<file path="config.mk">
export PLATFORM = sky130hd
export DESIGN_NAME = pot_length_filter
export DESIGN_NICKNAME = d
export VERILOG_FILES = /design/src/rtl/pot_length_pkg.sv /design/src/rtl/pot_length_ctrl.sv /design/src/rtl/pot_length_dpath.sv /design/src/rtl/pot_length_filter.sv
export SDC_FILE = /design/constraint.sdc
export NUM_CORES = 1
export LEC_CHECK = 0
export ABC_AREA = 0
export BUFFER_PORTS_ARGS = -buffer_cell sky130_fd_sc_hd__buf_2
export CAP_MARGIN = 10
export CORE_UTILIZATION = 50
export CTS_CLUSTER_DIAMETER = 200
export DETAILED_ROUTE_END_ITERATION = 10
export PLACE_DENSITY = 0.71
export RECOVER_POWER = 50
export SYNTH_ARGS = -nofsm -noshare
export SYNTH_HDL_FRONTEND = slang
export SYNTH_SLANG_ARGS = --single-unit
</file>
<file path="constraint.sdc">
create_clock -name clk -period 4.99 [get_ports clk]
set_input_delay 0.2495 -clock clk [delete_from_list [all_inputs] [get_ports clk]]
set_output_delay 0.2495 -clock clk [all_outputs]
set_load 0.1 [all_outputs]
</file>
<file path="src/rtl/pot_length_pkg.sv">
package pot_length_pkg;

  // Strobes from the sequencing control to the datapath.
  typedef struct packed {
    logic accAdd;    // add the current code to the running sum
    logic accLoad;   // start a new sum with the current code
    logic evaluate;  // block complete: judge the candidate, restart the sum
  } ctlStrobes_t;

endpackage

</file>
<file path="src/rtl/pot_length_ctrl.sv">
module pot_length_ctrl #(
  parameter int unsigned LOG_SAMPLES = 8
) (
  input  logic                       clk,
  input  logic                       rst,
  input  logic                       adcValid,
  output pot_length_pkg::ctlStrobes_t strobes
);

  localparam logic [LOG_SAMPLES-1:0] LAST_IDX = {LOG_SAMPLES{1'b1}};

  logic [LOG_SAMPLES-1:0] sampleCnt;
  logic                   evalPend;

  always_ff @(posedge clk) begin
    if (rst) begin
      sampleCnt <= '0;
      evalPend  <= 1'b0;
    end else begin
      evalPend <= adcValid && (sampleCnt == LAST_IDX);
      if (adcValid) begin
        sampleCnt <= sampleCnt + 1'b1;  // wraps to zero at block end
      end
    end
  end

  always_comb begin
    strobes.evaluate = evalPend;
    strobes.accLoad  = evalPend && adcValid;
    strobes.accAdd   = !evalPend && adcValid;
  end

endmodule

</file>
<file path="src/rtl/pot_length_dpath.sv">
module pot_length_dpath #(
  parameter int unsigned ADC_W       = 10,
  parameter int unsigned LOG_SAMPLES = 8,
  parameter int unsigned OUT_W       = 16,
  parameter int unsigned MIN_LEN     = 'h0200,
  parameter int unsigned DEADBAND    = 'h0040,
  parameter int unsigned RESET_LEN   = 'h0600
) (
  input  logic                        clk,
  input  logic                        rst,
  input  logic [ADC_W-1:0]            adcData,
  input  pot_length_pkg::ctlStrobes_t strobes,
  output logic [OUT_W-1:0]            targetLen,
  output logic                        targetUpd
);

  localparam int unsigned ACC_W = ADC_W + LOG_SAMPLES;
  localparam int unsigned SHIFT = ACC_W - OUT_W;
  localparam logic [OUT_W-1:0] FLOOR_V = OUT_W'(MIN_LEN);
  localparam logic [OUT_W-1:0] BAND_V  = OUT_W'(DEADBAND);
  localparam logic [OUT_W-1:0] INIT_V  = OUT_W'(RESET_LEN);

  logic [ACC_W-1:0] accSum;
  logic [ACC_W-1:0] accShifted;
  logic [OUT_W-1:0] candRaw;
  logic [OUT_W-1:0] candFloored;
  logic [OUT_W-1:0] candEven;
  logic [OUT_W-1:0] absDiff;
  logic             takeCand;

  // Running sum of one block of conversions.
  always_ff @(posedge clk) begin
    if (rst) begin
      accSum <= '0;
    end else if (strobes.accLoad) begin
      accSum <= ACC_W'(adcData);
    end else if (strobes.evaluate) begin
      accSum <= '0;
    end else if (strobes.accAdd) begin
      accSum <= accSum + ACC_W'(adcData);
    end
  end

  // Candidate formation: scale, floor, force even, measure distance.
  always_comb begin
    accShifted  = accSum >> SHIFT;
    candRaw     = accShifted[OUT_W-1:0];
    candFloored = (candRaw < FLOOR_V) ? FLOOR_V : candRaw;
    candEven    = {candFloored[OUT_W-1:1], 1'b0};
    absDiff     = (candFloored >= targetLen) ? (candFloored - targetLen)
                                             : (targetLen - candFloored);
    takeCand    = absDiff >= BAND_V;
  end

  always_ff @(posedge clk) begin
    if (rst) begin
      targetLen <= INIT_V;
      targetUpd <= 1'b0;
    end else begin
      targetUpd <= strobes.evaluate && takeCand;
      if (strobes.evaluate && takeCand) begin
        targetLen <= candEven;
      end
    end
  end

endmodule

</file>
<file path="src/rtl/pot_length_filter.sv">
module pot_length_filter #(
  parameter int unsigned ADC_W       = 10,
  parameter int unsigned LOG_SAMPLES = 8,
  parameter int unsigned OUT_W       = 16,
  parameter int unsigned MIN_LEN     = 'h0200,
  parameter int unsigned DEADBAND    = 'h0040,
  parameter int unsigned RESET_LEN   = 'h0600
) (
  input  logic             clk,
  input  logic             rst,
  input  logic             adcValid,
  input  logic [ADC_W-1:0] adcData,
  output logic [OUT_W-1:0] targetLen,
  output logic             targetUpd
);

  pot_length_pkg::ctlStrobes_t strobes;

  pot_length_ctrl #(
    .LOG_SAMPLES(LOG_SAMPLES)
  ) ctrlInst (
    .clk     (clk),
    .rst     (rst),
    .adcValid(adcValid),
    .strobes (strobes)
  );

  pot_length_dpath #(
    .ADC_W      (ADC_W),
    .LOG_SAMPLES(LOG_SAMPLES),
    .OUT_W      (OUT_W),
    .MIN_LEN    (MIN_LEN),
    .DEADBAND   (DEADBAND),
    .RESET_LEN  (RESET_LEN)
  ) dpathInst (
    .clk      (clk),
    .rst      (rst),
    .adcData  (adcData),
    .strobes  (strobes),
    .targetLen(targetLen),
    .targetUpd(targetUpd)
  );

endmodule

</file>
==> results by stage, run 1 <==
Finish:
- The repair_antennas step left the layout with diodes totalling 0.
- The share of final-layout standard cells stronger than drive strength 1 is 9.19%.
- The fraction of the core area covered by cells at the end of the flow is 54.5%.
- The number of nets in the finished design is 586.
- From synthesis to final layout, the design area changed by 3.45%.

GRT:
- The overall routing resource usage is 23.5%.
- The number of global-route vias before repair was 3488.
- The total overflow left after global routing is 0.
- Entering global routing, the biggest net connects 52 pins.
- The initial antenna violation count is 0.
- The wire length of the first global-routing pass is 16.5 mm.

STA:
- The slew at the pin with the worst max-slew slack is 2.07 ns.
- The clock arrives with 0.0114 ns of skew.
- The final count of hold timing violations is 0.
- Final hold analysis gives a worst-case slack of 0.282 ns.
- The summed negative setup slack over all endpoints is 0 ns.
- The final-report setup violation count is 0.
- Setup repair after global routing left no endpoint under its margin.
- The remaining max-slew budget at the tightest pin is -38.2%.
- After layout, the worst path uses 92.1% of the clock period.
- The count of final max-slew check failures was 52.
- The post-layout minimum cycle time is 4.59 ns.
- Derived from the worst setup path, the maximum achievable clock frequency is 218 MHz.

Logic synthesis:
- The number of nets produced by synthesis is 583.
- The count of cell types in the netlist is 75.
- In the synthesized netlist, the number of instances is 529.
- The Yosys step of the flow raised 0 warnings.
- After synthesis, the share of flip-flops with an asynchronous set or reset is 0%.
- Sorting the synthesized cells by area gives the leading types as sky130_fd_sc_hd__dfxtp_1, sky130_fd_sc_hd__ha_1, sky130_fd_sc_hd__a21oi_1, sky130_fd_sc_hd__nand2_1, sky130_fd_sc_hd__nor2_1.
- The synthesized netlist occupies a cell area of 4130 um2.
- Dividing the synthesized area by the synthesized cell count gives 7.81 um2.
- The largest total area in the synthesized netlist belongs to sky130_fd_sc_hd__dfxtp_1.
- The post-synthesis sequential element count is 43.
- The commonest cells after synthesis are sky130_fd_sc_hd__nand2_1, sky130_fd_sc_hd__nor2_1, sky130_fd_sc_hd__dfxtp_1.
- Sequential elements use 20.8% of the synthesized area.
- The area share of the largest cell type after synthesis is 20.8%.
- The number of synthesized flops with an enable pin is 0.
- Among all cell types in the netlist, the one instantiated most often is sky130_fd_sc_hd__nand2_1.
- In the synthesized netlist the dominant register cell turns out to be sky130_fd_sc_hd__dfxtp_1.

Placed design:
- Input and output buffers added on the ports amount to 28.
- Summed over all nets, the half-perimeter wirelength after detailed placement is 7.48 mm.
- The congestion estimate from routability-driven global placement came to 0.919.

Route:
- The routed wirelength normalized by instance count is 15.6 um.
- The number of vias per cell is 6.07.
- The detail route stage leaves a number of antenna-violating nets equal to 0.
- The final wirelength is 9.88 mm.
- The vias after detailed routing is 3857.
- The first-pass iteration count of the detailed router is 4.
- In the routed design, unresolved DRC markers number 0.
- The violation count after the first detailed-route iteration is 135.

Floorplan:
- The total die area is 8630 um2.
- Pin placement for this block handled 30 I/O pins.
- The starting density of the core is 52.7%.
- The die height is 92.9 um.
- The area of the placeable core is 7850 um2.
- The floorplan row count is 32.
- The horizontal extent of the die is 92.9 um.

Clock network:
- The clock root buffer master is sky130_fd_sc_hd__clkbuf_8.
- The H-tree was split into 2 levels.
- The number of buffers inserted for hold repair after clock tree synthesis is 0.
- The number of gates resized after CTS is 0.
- The buffers inserted during post-CTS setup optimization is 0.
- The clock edge transition at the registers on the reported setup and hold paths is 0.09 ns.
- The number of CTS-inserted buffers is 5.
- The buffer levels on the longest clock path is 2.
- TritonCTS built the clock tree.
- The clock reaches the later pin of the worst-skew pair after 0.29 ns.
- Counting every sink on the clock net gives 43.

Power and ir drop:
- Across the VDD grid, the largest voltage drop is 154 uV.
- The cell area power density is 176 nW/um2.
- The leakage component of the power is 1.87 nW.

Flow run:
- The number of violations of the max-capacitance limit is 1.

Worst setup path:
- Data on the critical path arrives at its endpoint at 4.68 ns.
- The worst setup path is launched from a register.
- STA puts the critical path data required time at 5.08 ns.
- The largest fanout on the critical path is 18.
- The setup path with the least slack is of type reg2reg.
- STA classifies the critical path endpoint as a register.

Run status:
- The flow ran to the end, but the final reports show violations.
- The checks that failed: max-capacitance violations, max-slew violations.

Worst hold path:
- In this run the worst hold path is classified as in2reg.
## sequential cells by signal, summed over array words and instances (netlist names)
signal,count
dpathInst.targetLen,15
dpathInst.targetUpd,1
ctrlInst.evalPend,1
ctrlInst.sampleCnt,8
dpathInst.accSum,18
## routing by layer
metal / up-vias / GRT usage [%] / part of all wire, %
met2: 122 / 38.7 / 47
met1: 1807 / 31.6 / 47
li1: 1905 / - / -
met3: 23 / 3.04 / 5.0
met4: 0 / 7.82 / 1.9
met5: - / 0 / 0
## area by class of cell
type | count | area, um2
clock inverters | 1 | 7.51
clock buffers | 7 | 96.3
inverters | 34 | 128
multi-input cells | 417 | 2920
fillers | 810 | 3570
well taps | 102 | 128
flip-flops and latches | 43 | 861
repair buffers | 31 | 138
## worst max-delay path, stage by stage (launching register included)
cell and delay, ns:
sky130_fd_sc_hd__dfxtp_1 0.39, sky130_fd_sc_hd__nor4_4 0.33, sky130_fd_sc_hd__nand2_2 0.20, sky130_fd_sc_hd__nand2_1 0.16
sky130_fd_sc_hd__inv_1 0.05, sky130_fd_sc_hd__ha_1 0.42, sky130_fd_sc_hd__and3_1 0.23, sky130_fd_sc_hd__o21ai_0 0.26
sky130_fd_sc_hd__a21o_2 0.20, sky130_fd_sc_hd__nand4_2 0.31, sky130_fd_sc_hd__a2111oi_1 0.61, sky130_fd_sc_hd__nor3_1 0.13
sky130_fd_sc_hd__nor3_2 0.30, sky130_fd_sc_hd__nand4_4 0.38, sky130_fd_sc_hd__mux2i_1 0.26, sky130_fd_sc_hd__o311ai_0 0.15
## layout by cell type, fill, tap and decap left out, types with 11 or more instances in the layout
cell type and n:
sky130_fd_sc_hd__a21o_1 11, sky130_fd_sc_hd__a21oi_1 41, sky130_fd_sc_hd__buf_2 11, sky130_fd_sc_hd__clkbuf_1 18
sky130_fd_sc_hd__dfxtp_1 43, sky130_fd_sc_hd__ha_1 40, sky130_fd_sc_hd__inv_1 34, sky130_fd_sc_hd__mux2i_1 17
sky130_fd_sc_hd__nand2_1 51, sky130_fd_sc_hd__nor2_1 47, sky130_fd_sc_hd__nor3_1 23, sky130_fd_sc_hd__nor3b_1 11
sky130_fd_sc_hd__o21ai_0 21, sky130_fd_sc_hd__xnor2_1 14
## cells by family after synthesis
| family | count (synthesis) | share of synthesized area (%) |
|---|---|---|
| fa+ha+maj | 41 | 12.6 |
| compound gates | 142 | 23.8 |
| buf+inv | 69 | 8.69 |
| simple gates | 191 | 24.4 |
| flops | 43 | 20.8 |
| other cells | 1 | 0.0907 |
| mux | 20 | 4.93 |
| xor+xnor | 22 | 4.66 |
## path summary, 6_finish.rpt
check,cells past startpoint,to,slack [ns],startpoint
setup / recovery,15,dpathInst.targetLen[3],0.40,dpathInst.accSum[13]
hold / removal,3,dpathInst.accSum[9],0.28,adcData[9]
setup reg to reg,15,dpathInst.targetLen[3],0.40,dpathInst.accSum[13]
hold reg to reg,2,ctrlInst.evalPend,0.46,ctrlInst.sampleCnt[7]
## stage by stage
step           total power [mW]  worst slack, ns  area (um2)  cells
3_3_place_gp              0.506            0.558        4190    627
6_report                  0.755            0.396        4280    635
4_1_cts                   0.760            0.459        4300    635
3_5_place_dp              0.511            0.493        4190    627
5_1_grt                   0.795            0.120        4280    635
2_1_floorplan             0.485             1.02        4130    529
## power breakdown
group	internal (mW)	switching [mW]	total, mW	leakage [nW]
registers	0.356	0.0131	0.369	0.349
logic	0.0613	0.0736	0.135	1.47
clock network	0.126	0.125	0.251	0.0505
No activity file was read; power rests on OpenSTA's default activity.
==> run 2, diff against run 1 <==
==> constraint.sdc (replaced) <==
create_clock -name clk -period 5.3 [get_ports clk]
set_input_delay 0.265 -clock clk [delete_from_list [all_inputs] [get_ports clk]]
set_output_delay 0.265 -clock clk [all_outputs]
set_load 0.1 [all_outputs]
==> run 2 against run 1 <==
Clock-buffer cell count decreased by 1. Global-route usage decreased by 0.29 points. Wire length decreased by 1.4%. Flip-flop and latch count stayed put. Power decreased by 8.7%. The run still ends with max-capacitance violations, max-slew violations left. Critical endpoint unchanged. Maximum frequency fell by 3.9%. Final cell count down 0.31%. First-iteration DRC count is 70% higher. Cell area fell by 0.67%. Non-clock buffer count shrank 1. Setup slack gained 0.13 ns.
==> results by stage, run 2 (synthesis results as in run 1) <==
STA:
- RSZ-0062 raised after global routing: false (unchanged).
- The count of final max-slew check failures came to 52 (unchanged).
- The setup skew after layout is 0.00901 ns (was 0.0114 ns).
- The post-layout minimum cycle time came to 4.78 ns (was 4.59 ns).
- The summed negative setup slack over all endpoints is 0 ns (unchanged).
- The final count of hold timing violations is 0 (unchanged).
- The final-report setup violation count is 0 (unchanged).
- The share of the clock period used by the worst path is 90.2% (was 92.1%).
- The slew at the pin with the worst max-slew slack came to 2.04 ns (was 2.07 ns).
- The remaining max-slew budget at the tightest pin was -36.1% (was -38.2%).
- The highest achievable clock rate is 209 MHz (was 218 MHz).
- The post-layout worst setup margin is 0.521 ns (was 0.396 ns).

Floorplan:
- The total die area was 8630 um2 (unchanged).
- The number of primary I/O pins is 30 (unchanged).
- The die height came to 92.9 um (unchanged).
- The starting density of the core came to 52.7% (unchanged).
- The area of the placeable core is 7850 um2 (unchanged).
- The horizontal extent of the die came to 92.9 um (unchanged).
- The floorplan row count is 32 (unchanged).

Power and ir drop:
- The share of total power in combinational logic came to 18.5% (was 17.9%).
- The share of total power in sequential cells is 50.4% (was 48.9%).
- The internal power component is 0.495 mW (was 0.543 mW).
- The leakage component of the power is 1.86 nW (was 1.87 nW).
- The switching part of the total power was 28.1% (was 28.0%).
- The total power is 0.689 mW (was 0.755 mW).
- The net switching power figure is 0.194 mW (was 0.211 mW).
- The cell area power density is 162 nW/um2 (was 176 nW/um2).
- The maximum resistive drop on vdd is 114 uV (was 154 uV).
- The clock power share is 31.0% (was 33.2%).

Worst setup path:
- The buffering stage count on the worst path with inverters included was 1 (unchanged).
- The count of cells along the worst register-to-register path came to 15 (unchanged).
- The gate family responsible for the most delay along the worst path is compound AO/OA/AOI/OAI gates (was simple AND/OR/NAND/NOR gates).
- The data arrival at the endpoint of the critical path is 4.86 ns (was 4.68 ns).
- The slowest stage cell on the critical path is sky130_fd_sc_hd__a211oi_1 (was sky130_fd_sc_hd__a2111oi_1).
- The reg-to-reg endpoint is dpathInst.targetLen[3] (unchanged).
- The reg2reg setup slack came to 0.52 ns (was 0.40 ns).
- The required arrival time at the worst endpoint was 5.38 ns (was 5.08 ns).
- The kind of end point of the critical path is a register (unchanged).
- The delay of the slowest cell on the worst path came to 0.57 ns (was 0.61 ns).
- The launch instance of the worst register-to-register path is dpathInst.accSum[13] (unchanged).
- The critical path class was reg2reg (unchanged).
- The largest fanout on the critical path is 18 (unchanged).
- The startpoint type of the worst setup path is a register (unchanged).
- Crit path cell chain: nor4_4 -> nand2_2 -> nand2_1 -> inv_1 -> ha_1 -> a21o_1 -> o2bb2ai_1 -> a211oi_1 -> o21ai_0 -> a2111oi_1 -> nor3_1 -> nor3_2 -> nand4_4 -> mux2i_1 -> o311ai_0 (was nor4_4 -> nand2_2 -> nand2_1 -> inv_1 -> ha_1 -> and3_1 -> o21ai_0 -> a21o_2 -> nand4_2 -> a2111oi_1 -> nor3_1 -> nor3_2 -> nand4_4 -> mux2i_1 -> o311ai_0).

Worst hold path:
- The path class of the lowest-slack min-delay path is in2reg (unchanged).
- The worst hold path endpoint is dpathInst.accSum[9] (unchanged).
- The worst hold path cell count was 3 (unchanged).
- The start point of the worst min-delay path is adcData[9] (unchanged).

Finish:
- The synthesis-to-finish area growth is 2.75% (was 3.45%).
- Most frequent cells in the layout: sky130_fd_sc_hd__nand2_1, sky130_fd_sc_hd__nor2_1, sky130_fd_sc_hd__dfxtp_1 (unchanged).
- The number of antenna cells inserted came to 0 (unchanged).
- The number of flip-flops under the largest register name is 18 (unchanged).
- Registers with the most flip-flops: dpathInst.accSum x18, dpathInst.targetLen x15, ctrlInst.sampleCnt x8 (unchanged).
- The count of fill cells added during filler insertion is 768 (was 810).
- The register with the most flip-flops is dpathInst.accSum (unchanged).
- The most common cell after layout, fill and taps aside was sky130_fd_sc_hd__nand2_1 (unchanged).
- The number of nets in the finished design was 585 (was 586).
- The fraction of the core area covered by cells at the end of the flow is 54.1% (was 54.5%).
- The share of final-layout standard cells stronger than drive strength 1 is 8.66% (was 9.19%).

Run status:
- Run status: complete, but fails checks (unchanged).
- Failing checks: max-capacitance violations, max-slew violations (unchanged).

Clock network:
- The clock edge transition at the registers on the reported setup and hold paths is 0.09 ns (about the same).
- The number of buffers inserted for hold repair after clock tree synthesis is 0 (unchanged).
- The number of gates resized after CTS is 0 (unchanged).
- The number of CTS-inserted buffers came to 5 (unchanged).
- The worst-skew pair later-pin latency is 0.30 ns (was 0.29 ns).
- The buffer levels on the longest clock path is 2 (unchanged).
- The buffers inserted during post-CTS setup optimization is 0 (unchanged).
- The TritonCTS clock tree is yes (unchanged).
- The H-tree depth reported by CTS is 2 (unchanged).
- The total clock sinks is 43 (unchanged).
- The clock root buffer master is sky130_fd_sc_hd__clkbuf_8 (unchanged).

Flow run:
- The number of violations of the max-capacitance limit was 1 (unchanged).

Route:
- The final wirelength is 9.74 mm (was 9.88 mm).
- The violation count after the first detailed-route iteration is 229 (was 135).
- The vias after detailed routing is 3815 (was 3857).
- The first-pass iteration count of the detailed router is 5 (was 4).
- The total DRC errors in the routed layout was 0 (unchanged).
- The routed wirelength normalized by instance count came to 15.4 um (was 15.6 um).
- The number of vias per cell is 6.03 (was 6.07).
- The number of antenna-violating nets in the routed design is 0 (unchanged).

GRT:
- The overall routing resource usage is 23.2% (was 23.5%).
- The pin count of the biggest net entering global routing is 52 (unchanged).
- The global route total overflow is 0 (unchanged).
- The wire length of the first global-routing pass is 16.2 mm (was 16.5 mm).
- The number of global-route vias before repair was 3478 (was 3488).
- The initial antenna violation count was 0 (unchanged).

Placed design:
- The weighted congestion at the end of routability-driven global placement is 0.915 (was 0.919).
- The half-perimeter wire length after detailed placement is 7.46 mm (was 7.48 mm).
- The setup slack after placement was 0.800 ns (was 0.493 ns).
- The number of buffer cells added on primary ports was 28 (unchanged).
[run 2: final cells by class]
type	count	area [um2]	area share, %
inverter	34	128	3.01
multi-input combinational	417	2910	68.6
timing repair buffer	30	130	3.06
clock buffer	6	82.6	1.94
sequential	43	861	20.3
clock inverter	1	5.00	0.118
tap	102	128	3.01
[run 2: stage by stage]
step / std cells / cell area (um2) / hold WS, ns
2_1_floorplan: 529 / 4130 / 0.419
3_3_place_gp: 626 / 4180 / 0.444
3_5_place_dp: 626 / 4180 / 0.440
4_1_cts: 633 / 4270 / 0.296
5_1_grt: 633 / 4250 / 0.319
6_report: 633 / 4250 / 0.301
[run 2: how the worst max path moves through the flow]
stage                      startpoint                       to  slack [ns]  depth (start not counted)
3_3_place_gp     dpathInst.accSum[13]      dpathInst.targetUpd        0.87                         15
3_5_place_dp     dpathInst.accSum[13]   dpathInst.targetLen[3]        0.80                         15
6_report         dpathInst.accSum[13]   dpathInst.targetLen[3]        0.52                         15
5_1_grt          dpathInst.accSum[13]  dpathInst.targetLen[13]        0.14                         15
2_1_floorplan  dpathInst.targetLen[5]  dpathInst.targetLen[10]        1.33                         14
4_1_cts          dpathInst.accSum[13]   dpathInst.targetLen[3]        0.76                         15
[run 2: layer usage]
metal	global-route usage, %	up-vias	routed length [um]
met5	0	-	0
met2	38.4	105	4520
met1	30.6	1787	4520
met4	8.46	0	238
li1	-	1901	-
met3	3.20	22	461
[run 2: worst register-to-register path, delay by kind of cell (launching register included)]
kind                       cells  cell delay [ns]
buffers and inverters          1             0.06
muxes                          1             0.29
DFF                            1             0.38
and+or+nand+nor                6             1.51
adders and majority gates      1             0.37
AOI/OAI and AO/OA              6             1.97
[run 2: power groups by stage]
stage	Combinational, mW	Sequential, mW	Clock (mW)
finish	0.128	0.347	0.214
global route	0.146	0.349	0.234
CTS	0.128	0.347	0.220
detailed placement	0.127	0.355	0
global placement	0.123	0.354	0
floorplan	0.107	0.349	0
